$ cat config.mk
export PLATFORM = sky130hd
export DESIGN_NAME = pwm_capture_timer
export DESIGN_NICKNAME = d
export VERILOG_FILES = /design/src/rtl/ptc_pkg.sv /design/src/rtl/ptc_sync.sv /design/src/rtl/ptc_counter.sv /design/src/rtl/ptc_ref_cap.sv /design/src/rtl/pwm_capture_timer.sv
export SDC_FILE = /design/constraint.sdc
export NUM_CORES = 1
export LEC_CHECK = 0
export BUFFER_PORTS_ARGS = -buffer_cell sky130_fd_sc_hd__buf_2
export CAP_MARGIN = 10
export CORE_UTILIZATION = 50
export DETAILED_ROUTE_END_ITERATION = 10
export GPL_ROUTABILITY_DRIVEN = 0
export GPL_TIMING_DRIVEN = 0
export HOLD_SLACK_MARGIN = 0.05
export PLACE_DENSITY = 0.69
export SYNTH_ARGS = -nofsm -noshare
export SYNTH_HDL_FRONTEND = slang
export SYNTH_HIERARCHICAL = 1
export SYNTH_SLANG_ARGS = --single-unit
$ cat constraint.sdc
create_clock -name clk_i -period 2.6 [get_ports clk_i]
set_input_delay 0.26 -clock clk_i [delete_from_list [all_inputs] [get_ports clk_i]]
set_output_delay 0.26 -clock clk_i [all_outputs]
set_load 0.01 [all_outputs]
$ cat src/rtl/ptc_pkg.sv
package ptc_pkg;
  localparam int DATA_W = 32;

  typedef struct packed {
    logic cap_en;     // 9
    logic cap_mode;   // 8
    logic irq_flag;   // 7
    logic cnt_clr;    // 6
    logic oe;         // 5
    logic irq_en;     // 4
    logic one_shot;   // 3
    logic fall_edge;  // 2
    logic ext_src;    // 1
    logic run;        // 0
  } ctrl_t;

  localparam int CTRL_W   = $bits(ctrl_t);
  localparam int FLAG_BIT = 7;

  typedef enum logic [1:0] {
    SEL_CNT  = 2'd0,
    SEL_HIGH = 2'd1,
    SEL_LOW  = 2'd2,
    SEL_CTRL = 2'd3
  } reg_sel_e;
endpackage

$ cat src/rtl/ptc_sync.sv
module ptc_sync #(
  parameter int WIDTH  = 2,
  parameter int STAGES = 2
) (
  input  logic             clk_i,
  input  logic             rst_ni,
  input  logic [WIDTH-1:0] async_i,
  output logic [WIDTH-1:0] level_o
);
  for (genvar g = 0; g < WIDTH; g++) begin : g_bit
    logic [STAGES-1:0] ff_q;
    if (STAGES > 1) begin : g_chain
      always_ff @(posedge clk_i or negedge rst_ni) begin
        if (!rst_ni) ff_q <= '0;
        else         ff_q <= {ff_q[STAGES-2:0], async_i[g]};
      end
    end else begin : g_single
      always_ff @(posedge clk_i or negedge rst_ni) begin
        if (!rst_ni) ff_q <= '0;
        else         ff_q <= async_i[g];
      end
    end
    assign level_o[g] = ff_q[STAGES-1];
  end
endmodule

$ cat src/rtl/ptc_counter.sv
module ptc_counter #(
  parameter int CNT_W = 32
) (
  input  logic             clk_i,
  input  logic             rst_ni,
  input  logic             run_i,
  input  logic             ext_src_i,
  input  logic             fall_edge_i,
  input  logic             ext_lvl_i,
  input  logic             clr_i,
  input  logic             wrap_en_i,
  input  logic             one_shot_i,
  input  logic [CNT_W-1:0] wrap_val_i,
  input  logic             wr_i,
  input  logic [CNT_W-1:0] wdata_i,
  output logic [CNT_W-1:0] cnt_o,
  output logic             tick_o,
  output logic             shot_done_o
);
  logic [CNT_W-1:0] cnt_q;
  logic             ext_prev_q;
  logic             ext_edge, at_wrap;

  always_ff @(posedge clk_i or negedge rst_ni) begin
    if (!rst_ni) ext_prev_q <= 1'b0;
    else         ext_prev_q <= ext_lvl_i;
  end

  assign ext_edge = fall_edge_i ? (ext_prev_q & ~ext_lvl_i) : (~ext_prev_q & ext_lvl_i);
  assign tick_o   = run_i & (ext_src_i ? ext_edge : 1'b1);
  assign at_wrap  = wrap_en_i & (cnt_q == wrap_val_i);
  assign shot_done_o = tick_o & at_wrap & one_shot_i & ~clr_i;

  always_ff @(posedge clk_i or negedge rst_ni) begin
    if (!rst_ni)              cnt_q <= '0;
    else if (clr_i)           cnt_q <= '0;
    else if (wr_i && !run_i)  cnt_q <= wdata_i;
    else if (tick_o)          cnt_q <= at_wrap ? '0 : cnt_q + 1'b1;
  end

  assign cnt_o = cnt_q;

  a_r3_clear_zero: assert property (@(posedge clk_i) disable iff (!rst_ni)
    clr_i |=> (cnt_q == '0));
  a_r2_hold_idle: assert property (@(posedge clk_i) disable iff (!rst_ni)
    (!clr_i && !run_i && !wr_i) |=> $stable(cnt_q));
  a_r7_wrap_zero: assert property (@(posedge clk_i) disable iff (!rst_ni)
    (tick_o && wrap_en_i && (cnt_q == wrap_val_i) && !clr_i) |=> (cnt_q == '0));
endmodule

$ cat src/rtl/ptc_ref_cap.sv
module ptc_ref_cap #(
  parameter int CNT_W = 32
) (
  input  logic             clk_i,
  input  logic             rst_ni,
  input  logic             tick_i,
  input  logic [CNT_W-1:0] cnt_i,
  input  logic             clr_i,
  input  logic             cap_mode_i,
  input  logic             cap_en_i,
  input  logic             cap_lvl_i,
  input  logic             wr_high_i,
  input  logic             wr_low_i,
  input  logic [CNT_W-1:0] wdata_i,
  output logic [CNT_W-1:0] high_o,
  output logic [CNT_W-1:0] low_o,
  output logic             pwm_o,
  output logic             match_o
);
  logic [CNT_W-1:0] high_q, low_q;
  logic             pwm_q;
  logic             ref_evt, hit_high, hit_low, cap_active;

  assign ref_evt    = tick_i & ~cap_mode_i & ~clr_i;
  assign hit_high   = ref_evt & (cnt_i == high_q);
  assign hit_low    = ref_evt & (cnt_i == low_q);
  assign match_o    = hit_high | hit_low;
  assign cap_active = cap_mode_i & cap_en_i;

  always_ff @(posedge clk_i or negedge rst_ni) begin
    if (!rst_ni)                      high_q <= '0;
    else if (wr_high_i)               high_q <= wdata_i;
    else if (cap_active && cap_lvl_i) high_q <= cnt_i;
  end

  always_ff @(posedge clk_i or negedge rst_ni) begin
    if (!rst_ni)                       low_q <= '0;
    else if (wr_low_i)                 low_q <= wdata_i;
    else if (cap_active && !cap_lvl_i) low_q <= cnt_i;
  end

  // low match wins when both references are equal
  always_ff @(posedge clk_i or negedge rst_ni) begin
    if (!rst_ni)       pwm_q <= 1'b0;
    else if (clr_i)    pwm_q <= 1'b0;
    else if (hit_low)  pwm_q <= 1'b0;
    else if (hit_high) pwm_q <= 1'b1;
  end

  assign high_o = high_q;
  assign low_o  = low_q;
  assign pwm_o  = pwm_q;

  a_r9_fall_on_low: assert property (@(posedge clk_i) disable iff (!rst_ni)
    (tick_i && !cap_mode_i && !clr_i && (cnt_i == low_q)) |=> !pwm_q);
  a_r9_rise_on_high: assert property (@(posedge clk_i) disable iff (!rst_ni)
    (tick_i && !cap_mode_i && !clr_i && (cnt_i == high_q) && (cnt_i != low_q)) |=> pwm_q);
  a_r11_high_kept: assert property (@(posedge clk_i) disable iff (!rst_ni)
    (!cap_en_i && !wr_high_i) |=> $stable(high_q));
  a_r11_low_kept: assert property (@(posedge clk_i) disable iff (!rst_ni)
    (!cap_en_i && !wr_low_i) |=> $stable(low_q));
endmodule

$ cat src/rtl/pwm_capture_timer.sv
module pwm_capture_timer
  import ptc_pkg::*;
#(
  parameter int DW          = DATA_W,
  parameter int SYNC_STAGES = 2
) (
  input  logic          clk_i,
  input  logic          rst_ni,
  input  logic          reg_we_i,
  input  logic [1:0]    reg_idx_i,
  input  logic [DW-1:0] reg_wdata_i,
  output logic [DW-1:0] reg_rdata_o,
  input  logic          ext_clk_i,
  input  logic          cap_i,
  output logic          pwm_o,
  output logic          pwm_oe_o,
  output logic          irq_o
);
  localparam int N_ASYNC = 2;

  ctrl_t         ctrl_q, ctrl_wr;
  reg_sel_e      sel;
  logic          wr_cnt, wr_high, wr_low, wr_ctrl;
  logic [N_ASYNC-1:0] lvl;
  logic [DW-1:0] cnt, high_v, low_v;
  logic          tick, shot_done, match;

  assign sel     = reg_sel_e'(reg_idx_i);
  assign wr_cnt  = reg_we_i & (sel == SEL_CNT);
  assign wr_high = reg_we_i & (sel == SEL_HIGH);
  assign wr_low  = reg_we_i & (sel == SEL_LOW);
  assign wr_ctrl = reg_we_i & (sel == SEL_CTRL);
  assign ctrl_wr = ctrl_t'(reg_wdata_i[CTRL_W-1:0]);

  ptc_sync #(.WIDTH(N_ASYNC), .STAGES(SYNC_STAGES)) i_sync (
    .clk_i   (clk_i),
    .rst_ni  (rst_ni),
    .async_i ({cap_i, ext_clk_i}),
    .level_o (lvl)
  );

  ptc_counter #(.CNT_W(DW)) i_counter (
    .clk_i       (clk_i),
    .rst_ni      (rst_ni),
    .run_i       (ctrl_q.run),
    .ext_src_i   (ctrl_q.ext_src),
    .fall_edge_i (ctrl_q.fall_edge),
    .ext_lvl_i   (lvl[0]),
    .clr_i       (ctrl_q.cnt_clr),
    .wrap_en_i   (~ctrl_q.cap_mode),
    .one_shot_i  (ctrl_q.one_shot),
    .wrap_val_i  (low_v),
    .wr_i        (wr_cnt),
    .wdata_i     (reg_wdata_i),
    .cnt_o       (cnt),
    .tick_o      (tick),
    .shot_done_o (shot_done)
  );

  ptc_ref_cap #(.CNT_W(DW)) i_ref_cap (
    .clk_i      (clk_i),
    .rst_ni     (rst_ni),
    .tick_i     (tick),
    .cnt_i      (cnt),
    .clr_i      (ctrl_q.cnt_clr),
    .cap_mode_i (ctrl_q.cap_mode),
    .cap_en_i   (ctrl_q.cap_en),
    .cap_lvl_i  (lvl[1]),
    .wr_high_i  (wr_high),
    .wr_low_i   (wr_low),
    .wdata_i    (reg_wdata_i),
    .high_o     (high_v),
    .low_o      (low_v),
    .pwm_o      (pwm_o),
    .match_o    (match)
  );

  // software write wins over one-shot stop; match set wins over W1C
  always_ff @(posedge clk_i or negedge rst_ni) begin
    if (!rst_ni) begin
      ctrl_q <= '0;
    end else begin
      if (wr_ctrl) begin
        ctrl_q          <= ctrl_wr;
        ctrl_q.irq_flag <= (ctrl_q.irq_flag & ~ctrl_wr.irq_flag) | (match & ctrl_q.irq_en);
      end else begin
        if (shot_done) ctrl_q.run <= 1'b0;
        if (match && ctrl_q.irq_en) ctrl_q.irq_flag <= 1'b1;
      end
    end
  end

  always_comb begin
    unique case (sel)
      SEL_CNT:  reg_rdata_o = cnt;
      SEL_HIGH: reg_rdata_o = high_v;
      SEL_LOW:  reg_rdata_o = low_v;
      default:  reg_rdata_o = {{(DW-CTRL_W){1'b0}}, ctrl_q};
    endcase
  end

  assign pwm_oe_o = ctrl_q.oe;
  assign irq_o    = ctrl_q.irq_flag;

  a_r8_shot_stops: assert property (@(posedge clk_i) disable iff (!rst_ni)
    (shot_done && !wr_ctrl) |=> !ctrl_q.run);
  a_r10_flag_sticky: assert property (@(posedge clk_i) disable iff (!rst_ni)
    (irq_o && !(wr_ctrl && reg_wdata_i[FLAG_BIT])) |=> irq_o);
  a_r10_flag_needs_en: assert property (@(posedge clk_i) disable iff (!rst_ni)
    (!irq_o && !ctrl_q.irq_en && !wr_ctrl) |=> !irq_o);
endmodule

== Word-level counts from Yosys, hierarchy flattened ==
Index checks and enable logic that the tools add are counted.

* $add $sub $neg: 1
* Equal/unequal tests: 5
* Muxes and demuxes: 18
* Bitwise logic cells: 25
* Reduce and logical (&&, ||, !) cells: 13

{| class="wikitable"
|+ Operators by type and width
! cell !! count
|-
| 32-bit two-way mux || 8
|-
| 32-bit case mux with 3 select lines || 1
|-
| 32-bit equality test || 2
|-
| 32-bit by 1-bit adder with 32-bit output, second input constant || 1
|-
| 1-bit AND || 18
|-
| 1-bit two-way mux || 9
|-
| 2-bit nonzero test || 4
|-
| 3-bit nonzero test || 2
|-
| 1-bit NOT || 5
|-
| 2-bit equality test, second input constant || 2
|-
| 1-bit logical AND || 4
|-
| 2-bit by 1-bit equality test with 1-bit output, second input constant || 1
|-
| 1-bit logical NOT || 2
|-
| 2-bit logical NOT || 1
|-
| 1-bit OR || 2
|}

* Register bits after elaboration: 112
* Input bits: 39
* Output and inout bits: 35
* Word-level logic and storage cells: 79

== Logic depth before layout (Yosys ltp) ==
Gate-level depths: netlist of run 1.

* Depth after elaboration: 12
* Depth in mapped cells: 11
* Depth with buffers taken out: 8

== Cells and area by module ==
Netlist of run 1, hierarchy kept.

{| class="wikitable"
|+ By module, submodules not included
! module !! instances !! cells each !! area each (um^2) !! seq. area each (um^2)
|-
| ptc_ref_cap || 1 || 373 || 3696.0 || 1626.6
|-
| ptc_counter || 1 || 361 || 2902.8 || 825.8
|-
| pwm_capture_timer || 1 || 93 || 1148.6 || 250.2
|-
| ptc_sync || 1 || 6 || 115.1 || 100.1
|}

== Least setup slack after synthesis of run 1 ==
No wires, ideal clock.

* Path kind: input -> register
* From: in reg_idx_i[1]
* To: reg i_counter.cnt_q[10] (netlist: i_counter/cnt_o[10])
* Library setup time: 0.067 ns
* Arrival time: 2.248 ns
* Path slack: 0.285 ns
* Stages: 9
* Buffers on the path: 5
* Path through: buf_6 > buf_4 > nor3b_1 > clkbuf_1 > nor3b_1 > buf_2 > clkbuf_1 > a22oi_1 > nand2_1

* Word-level cells in the longest chain between the ends: 5
* Elaborated cells on any way between the ends: 6
* Classes of those cells: 2 x mux; 1 x bitwise; 3 x reduce/logical

{| class="wikitable"
|+ Ends and longest elaborated chain
! item !! RTL line !! RTL
|-
| start: declaration || pwm_capture_timer.sv:10 || <nowiki>input logic [1:0] reg_idx_i,</nowiki>
|-
| 2-bit logical NOT (*) || pwm_capture_timer.sv:29 || <nowiki>assign wr_cnt = reg_we_i & (sel == SEL_CNT);</nowiki>
|-
| 1-bit AND (*) || pwm_capture_timer.sv:29 ||
|-
| via wr_cnt || pwm_capture_timer.sv:23 || <nowiki>logic wr_cnt, wr_high, wr_low, wr_ctrl;</nowiki>
|-
| 1-bit logical AND (*) || ptc_counter.sv:37 || <nowiki>else if (wr_i && !run_i) cnt_q <= wdata_i;</nowiki>
|-
| 32-bit two-way mux || ptc_counter.sv:37 ||
|-
| 32-bit two-way mux || ptc_counter.sv:36 || <nowiki>else if (clr_i) cnt_q <= '0;</nowiki>
|-
| end signal: assignment || ptc_counter.sv:37 ||
|-
| end signal: assignment || ptc_counter.sv:38 || <nowiki>else if (tick_o) cnt_q <= at_wrap ? '0 : cnt_q + 1'b1;</nowiki>
|-
| end: declaration || ptc_counter.sv:20 || <nowiki>logic [CNT_W-1:0] cnt_q;</nowiki>
|}

Mark *: on every way through the listed nets, which the timed path passes. The rest lies on a longest branch.
A chain may end at the register's enable or synchronous reset.

== Final worst setup path of run 1 ==
* From: reg ctrl_q[0] (netlist name)
* To: reg ctrl_q, in the netlist irq_o

* Word-level cells in the longest chain between the ends: 8
* Elaborated cells on any way between the ends: 11
* Classes of those cells: 1 x mux; 8 x bitwise; 2 x reduce/logical

{| class="wikitable"
|+ Ends and longest elaborated chain
! item !! RTL line !! RTL
|-
| start: declaration || pwm_capture_timer.sv:21 || <nowiki>ctrl_t ctrl_q, ctrl_wr;</nowiki>
|-
| start signal: assignment || pwm_capture_timer.sv:84 || <nowiki>ctrl_q <= ctrl_wr;</nowiki>
|-
| 1-bit AND (*) || ptc_counter.sv:30 || <nowiki>assign tick_o = run_i & (ext_src_i ? ext_edge : 1'b1);</nowiki>
|-
| via tick || pwm_capture_timer.sv:26 || <nowiki>logic tick, shot_done, match;</nowiki>
|-
| 1-bit AND (*) (2 in a row) || ptc_ref_cap.sv:24 || <nowiki>assign ref_evt = tick_i & ~cap_mode_i & ~clr_i;</nowiki>
|-
| 1-bit AND, on equally long branches || ptc_ref_cap.sv:25, ptc_ref_cap.sv:26 ||
|-
| 1-bit OR (*) || ptc_ref_cap.sv:27 || <nowiki>assign match_o = hit_high | hit_low;</nowiki>
|-
| via match || pwm_capture_timer.sv:26 ||
|-
| 1-bit AND || pwm_capture_timer.sv:85 || <nowiki>ctrl_q.irq_flag <= (ctrl_q.irq_flag & ~ctrl_wr.irq_flag) | (match & ctrl_q.irq_en);</nowiki>
|-
| 1-bit OR || pwm_capture_timer.sv:85 ||
|-
| 1-bit two-way mux || pwm_capture_timer.sv:83 || <nowiki>if (wr_ctrl) begin</nowiki>
|}

Marked as above.

==> summary.md, run 1 <==
| Metric | Value |
|---|---|
| Mux cell area share after synthesis | `15.5%` |
| Wirelength, routed | `26200 microns` |
| Vias in the first global route | `6734` |
| Worst Max-Slew Pin Slew | `0.862 ns` |
| Internal Power | `0.00393 W` |
| Yosys warns | `6` |
| Crit. End Element | `register` |
| Via-per-instance ratio | `6.35` |
| Post-layout nets | `968` |
| Core area | `15300 sq um` |
| CTS buffer count | `9` |
| Via count | `7270` |
| Met1 Resource Use GR | `46.3%` |
| Routed Antenna Nets | `0` |
| Largest area contributor in the netlist | `dfrtp_1` |
| Worst Path Required | `2.91 ns` |
| Final setup violation count | `0` |
| R2R setup slack | `0.04 ns` |
| Dpl cells | `1117` |
| GRT Overall Usage | `33.1%` |
| PortBufs | `72` |
| FP Rows | `45` |
| Cells after synthesis | `833` |
| Min-delay src | `reg_wdata_i[10]` |
| First-pass GRT wire length | `39800 microns` |
| Post-synthesis area per instance | `9.44 sq um` |
| Post-Syn Nets | `873` |
| Clk buf depth | `2` |
| Critical Path, Cell by Cell | `clkbuf_2 -> inv_1 -> a31oi_4 -> nor3b_4 -> nand3_2 -> nor4_4 -> nand4_1 -> nand2_1 -> a22o_1` |
| First drt pass iteration count | `6` |
| Synth top area cells | `dfrtp_1 36%, mux2i_1 11%, xnor2_1 7.1%` |
| Sw Ratio | `40.8%` |
| Post-route insts no fill | `1144` |
| Simple-Gate Fraction of Synth Area | `17.1%` |
| Mapped Area | `7860 sq um` |
| Most used DFF post-synth | `dfrtp_1` |
| Seq pwr share | `39.9%` |
| Busiest grt layer | `met2` |
| DRC Markers | `0` |
| Layout Area Growth over Synthesis | `15.4%` |
| Sequential area share after synthesis | `35.6%` |
| Setup CP Type | `reg -> reg` |
| Slew headroom | `42.4%` |
| Largest net degree at the start of global routing | `62` |
| Fmax | `0.391 GHz` |
| Worst path slowest cell | `dfrtp_1` |
| Worst path max stage delay | `0.39 ns` |
| GRT met3 Usage | `6.83%` |
| Synth Area in XOR/XNOR | `11.0%` |
| Reg2reg start | `ctrl_q[0]$_DFFE_PN0P_` |
| IO Count | `74` |
| CTS Root Cell | `clkbuf_16` |
| Clock Power Share | `22.0%` |
| CTS tree | `built` |
| Status | `complete, no violations` |
| Worst Hold Endpoint | `i_counter/cnt_o[10]$_DFFE_PN0P_` |
| Min-Delay Path Class | `in -> reg` |
| Die height | `127 microns` |
| Power Density | `732 nW/um^2` |
| # diodes | `0` |
| Gate power share | `38.2%` |
| Count of flip-flops with a built-in enable after synthesis | `0` |
| Min cycle time layout | `2.56 ns` |
| Synth Area in Compound Gates | `15.4%` |
| R2R depth | `9` |
| WHS Path Cells | `3` |
| Startpoint types | `register` |
| Post-synth ARST share | `100%` |
| Clock slew at reported path FFs | `0.08 ns` |
| Met2 Resource Use GR | `49.2%` |
| Yosys top cell area share | `35.6%` |
| Max Cap Violations | `0` |
| CP Max Fanout | `10` |
| FF+latch count, synth | `112` |
| Leakage | `3.85 nW` |
| H-tree levels | `3` |
| RSZ-0062 raised after global routing | `true` |
| CTS Sinks | `112` |
| DR iter-0 viols | `876` |
| Initial antenna violation count | `0` |
| CP Data Arrival Time | `2.87 ns` |
| Layout fillers | `1382` |
| Final hold vios | `0` |
| Aggregate global routing overflow | `0` |
| Die Area | `16200 sq um` |
| Slew Viols, Final | `0` |
| Net Switching | `0.00271 W` |
| Wire per inst | `22.9 microns` |
| Layout Skew | `0.00956 ns` |
| Worst IR Drop VDD | `0.591 mV` |
| Combinational family with the most area after synthesis | `simple AND/OR/NAND/NOR gates` |
| Initial core utilization | `51.5%` |
| Post-synth top cells | `112 x dfrtp_1, 111 x nand2_1, 86 x mux2i_1` |
| Clock Latency Late Sink | `0.37 ns` |
| Most frequent cell after synthesis | `dfrtp_1` |
| Share of cells above drive strength 1 | `21.7%` |
| Setup TNS | `0 ns` |
| Adder-Cell Fraction of Synth Area | `0.159%` |
| R2r endpoint | `irq_o$_DFFE_PN0P_` |
| Final HPWL DP | `19000 microns` |
| Crit share post-route | `98.4%` |
| Die width | `127 microns` |
| Netlist cell types | `59` |
-- registers in the layout, indices dropped and copies added (netlist names) --
name and count:
ctrl_q 8, i_ref_cap/pwm_o 1, i_ref_cap/high_o 32, irq_o 1, i_counter/ext_prev_q 1, i_ref_cap/low_o 32
i_sync/g_bit.ff_q 4, i_counter/cnt_o 32, pwm_oe_o 1
-- logic make-up (layout without fill, tap and decap cells) --
family | after synthesis | count (layout)
flip-flops | 112 | 112
AO/OA/AOI/OAI | 185 | 185
adder cells (fa/ha/maj) | 1 | 1
buffers and inverters | 66 | 166
XOR/XNOR | 99 | 99
multiplexers | 108 | 108
AND/OR/NAND/NOR | 262 | 262
-- power groups by stage --
| stage | clock network [W] | registers [W] | logic [W] |
|---|---|---|---|
| after floorplan | 0 | 0.00249 | 0.00163 |
| after global placement | 0 | 0.00265 | 0.00231 |
| after detailed placement | 0 | 0.00267 | 0.00233 |
| after CTS | 0.00148 | 0.00263 | 0.00238 |
| after global routing | 0.00154 | 0.00270 | 0.00271 |
| final | 0.00146 | 0.00265 | 0.00253 |
-- cell type report --
cell class	instances	area, sq um	share of cell area, %
plain buffers	59	387	4.26
clock buffers	10	239	2.63
clock inverters	6	67.6	0.745
inverters	6	22.5	0.248
multi-input cells	655	4790	52.8
flip-flops and latches	112	2810	30.9
well taps	211	264	2.91
repair buffers	85	492	5.42
-- routing by layer --
| metal | share of wire [%] | wire length [microns] |
|---|---|---|
| met5 | 0 | 0 |
| met4 | 4.0 | 1040 |
| met3 | 8.9 | 2330 |
| met2 | 44 | 11600 |
| met1 | 43 | 11200 |
-- critical path, delay by kind of cell (launching register included) --
family	cells	cell delay, ns
AO/OA/AOI/OAI	2	0.35
buffers and inverters	2	0.51
flip-flops	1	0.39
AND/OR/NAND/NOR	5	1.24
-- per-stage QoR --
stage	area, sq um	setup WS, ns	power [W]	hold slack [ns]	util [%]
after detailed placement	8520	-1.04	0.00499	0.249	55.8
after global placement	8490	-0.886	0.00496	0.333	55.6
after floorplan	7860	0.285	0.00412	-0.0356	-
final	9070	0.0410	0.00664	0.160	59.5
after global routing	9070	-0.0281	0.00694	0.175	59.5
after CTS	8910	0.000288	0.00649	0.155	58.4
-- worst max path at each step --
| stage | from | endpoint | cells past startpoint |
|---|---|---|---|
| 3_5_place_dp | reg_idx_i[1] | i_counter/cnt_o[27]$_DFFE_PN0P_ | 10 |
| 2_1_floorplan | reg_idx_i[1] | i_counter/cnt_o[10]$_DFFE_PN0P_ | 9 |
| 6_report | ctrl_q[0]$_DFFE_PN0P_ | irq_o$_DFFE_PN0P_ | 9 |
| 4_1_cts | i_sync/g_bit[0].ff_q[1]$_DFF_PN0_ | ctrl_q[0]$_DFFE_PN0P_ | 9 |
| 3_3_place_gp | reg_idx_i[1] | i_counter/cnt_o[27]$_DFFE_PN0P_ | 10 |
| 5_1_grt | i_sync/g_bit[0].ff_q[1]$_DFF_PN0_ | i_ref_cap/pwm_o$_DFFE_PN0P_ | 9 |
-- repair_timing --
item                                   in CTS  in global routing
setup endpoints to repair                  28                 29
endpoints found under the hold margin      53                  0
gates resized for setup                    11                 27
gates cloned                                0                  0
setup buffers                               1                  8
hold buffers                                3                  0
pin swaps                                   1                  4
-- layout by cell type (no fill, tap or decap), types with 16 or more instances in the layout --
cell type and n:
nand2_1 111, dfrtp_1 109, nor4_1 20, o2bb2ai_1 22
nand3_1 20, mux2i_1 86, nand4_1 30, xnor2_1 64
buf_4 16, buf_2 95, nor2_1 23, a22oi_1 24
o21ai_0 85, xor2_1 35
Power figures use the tool's default switching activity.
==> run 2, diff against run 1 <==
Settings changed: PLACE_DENSITY 0.69 to default, PLACE_DENSITY_LB_ADDON from default to 0.1.
==> summary.md, run 2 (same netlist as run 1, synthesis figures left out) <==
| Metric | Value |
|---|---|
| CP Max Fanout | `10` |
| Min-Delay Path Class | `in -> reg` |
| FP Rows | `45` |
| Clk buf depth | `2` |
| Max Cap Violations | `0` |
| Power Density | `731 nW/um^2` |
| First-pass GRT wire length | `42000 microns` |
| Fmax | `0.392 GHz` |
| CTS Root Cell | `clkbuf_16` |
| Reg2reg start | `i_counter/cnt_o[15]$_DFFE_PN0P_` |
| Slew headroom | `44.6%` |
| DRC Markers | `0` |
| Startpoint types | `register` |
| Share of cells above drive strength 1 | `22.4%` |
| Slew Viols, Final | `0` |
| Layout Cell Area excl Fill | `9070 sq um` |
| Crit. End Element | `register` |
| Final hold vios | `0` |
| Dpl cell area | `8520 sq um` |
| Core area | `15300 sq um` |
| Most frequent cells in the layout | `111 x nand2_1, 103 x dfrtp_1, 94 x buf_2, 86 x mux2i_1, 84 x o21ai_0` |
| Min cycle time layout | `2.55 ns` |
| Layout fillers | `1369` |
| Via-per-instance ratio | `6.46` |
| Initial antenna violation count | `0` |
| Vias in the first global route | `7016` |
| DR iter-0 viols | `824` |
| Setup ws final | `0.0464 ns` |
| First drt pass iteration count | `7` |
| # diodes | `0` |
| Via count | `7404` |
| Power Total | `0.00663 W` |
| IO Count | `74` |
| Layout Area Growth over Synthesis | `15.3%` |
| Clock Latency Late Sink | `0.37 ns` |
| Final HPWL DP | `20000 microns` |
| Layout Skew | `0.0102 ns` |
| Worst Max-Slew Pin Slew | `0.831 ns` |
| Setup TNS | `0 ns` |
| R2R depth | `9` |
| Clock slew at reported path FFs | `0.08 ns` |
| Largest net degree at the start of global routing | `58` |
| Crit share post-route | `98.2%` |
| Wirelength, routed | `27400 microns` |
| Status | `complete, no violations` |
| Most common cell after layout, fill and taps aside | `nand2_1` |
| Die Area | `16200 sq um` |
| PortBufs | `72` |
| Post-layout nets | `971` |
| Post-Route Utilization | `59.4%` |
| Final setup violation count | `0` |
| Min-delay src | `reg_wdata_i[28]` |
| WHS Path Cells | `3` |
| Aggregate global routing overflow | `0` |
| Setup CP Type | `reg -> reg` |
| CTS Sinks | `112` |
| CP Data Arrival Time | `2.80 ns` |
| Die height | `127 microns` |
| Worst IR Drop VDD | `0.506 mV` |
| Setup crit start | `i_counter/cnt_o[15]$_DFFE_PN0P_` |
| GRT Overall Usage | `34.7%` |
| Worst Path Required | `2.85 ns` |
| Routed Antenna Nets | `0` |
| Die width | `127 microns` |
| Initial core utilization | `51.5%` |
| Dpl ws | `-0.997 ns` |
| Wire per inst | `23.9 microns` |
| H-tree levels | `3` |
| CTS buffer count | `9` |
| CTS tree | `built` |
| Leakage | `3.85 nW` |
## run 2: what timing repair did
action                                  in CTS  in global routing
endpoints found under the hold margin       57                  0
endpoints found under the setup margin      29                 31
resized for setup                           11                 34
hold buffers                                 3                  0
pin swaps                                    1                  3
buffers inserted                             1                 10
## run 2: path summary, 6_finish.rpt
check                                                     to  slack [ns]
min in group asynchronous    i_ref_cap/low_o[13]$_DFFE_PN0P_        0.43
max in group asynchronous    i_counter/cnt_o[20]$_DFFE_PN0P_        1.48
hold / removal               i_counter/cnt_o[28]$_DFFE_PN0P_        0.16
setup / recovery             i_counter/cnt_o[29]$_DFFE_PN0P_        0.05
setup reg to reg             i_counter/cnt_o[29]$_DFFE_PN0P_        0.05
hold reg to reg            i_sync/g_bit[1].ff_q[1]$_DFF_PN0_        0.35
## run 2: power breakdown
| part | internal, W | leakage (nW) | switching [W] |
|---|---|---|---|
| Clock | 0.000672 | 0.144 | 0.000707 |
| Combinational | 0.00108 | 2.23 | 0.00150 |
| Sequential | 0.00207 | 1.48 | 0.000601 |
## run 2: through the flow
step | cells | hold slack, ns
floorplan | 833 | -0.0356
global placement | 1116 | 0.332
detailed placement | 1117 | 0.261
CTS | 1137 | 0.153
global route | 1147 | 0.180
finish | 1147 | 0.162
## run 2: critical path: stages, from the launching register on
cell and delay (ns):
dfrtp_1 0.46, buf_2 0.20, xor2_1 0.19, nor4_1 0.39
nand3_1 0.15, or4_1 0.43, buf_6 0.18, clkbuf_4 0.22
o21ai_1 0.15, nand2_1 0.07
## run 2: cell type report
| class | instances | area, sq um | area share, % |
|---|---|---|---|
| Clock buffer | 9 | 225 | 2.48 |
| Inverter | 6 | 22.5 | 0.248 |
| Multi-Input combinational cell | 655 | 4780 | 52.7 |
| Tap cell | 211 | 264 | 2.91 |
| Clock inverter | 7 | 62.6 | 0.690 |
| Buffer | 60 | 394 | 4.35 |
| Sequential cell | 112 | 2810 | 31.0 |
| Timing Repair Buffer | 87 | 507 | 5.59 |
## run 2: metal layers
metal	part of all wire (%)	GRT usage (%)
met5	0	0
met4	4.0	15.5
met3	9.4	6.87
met2	44	52.7
met1	42	48.0
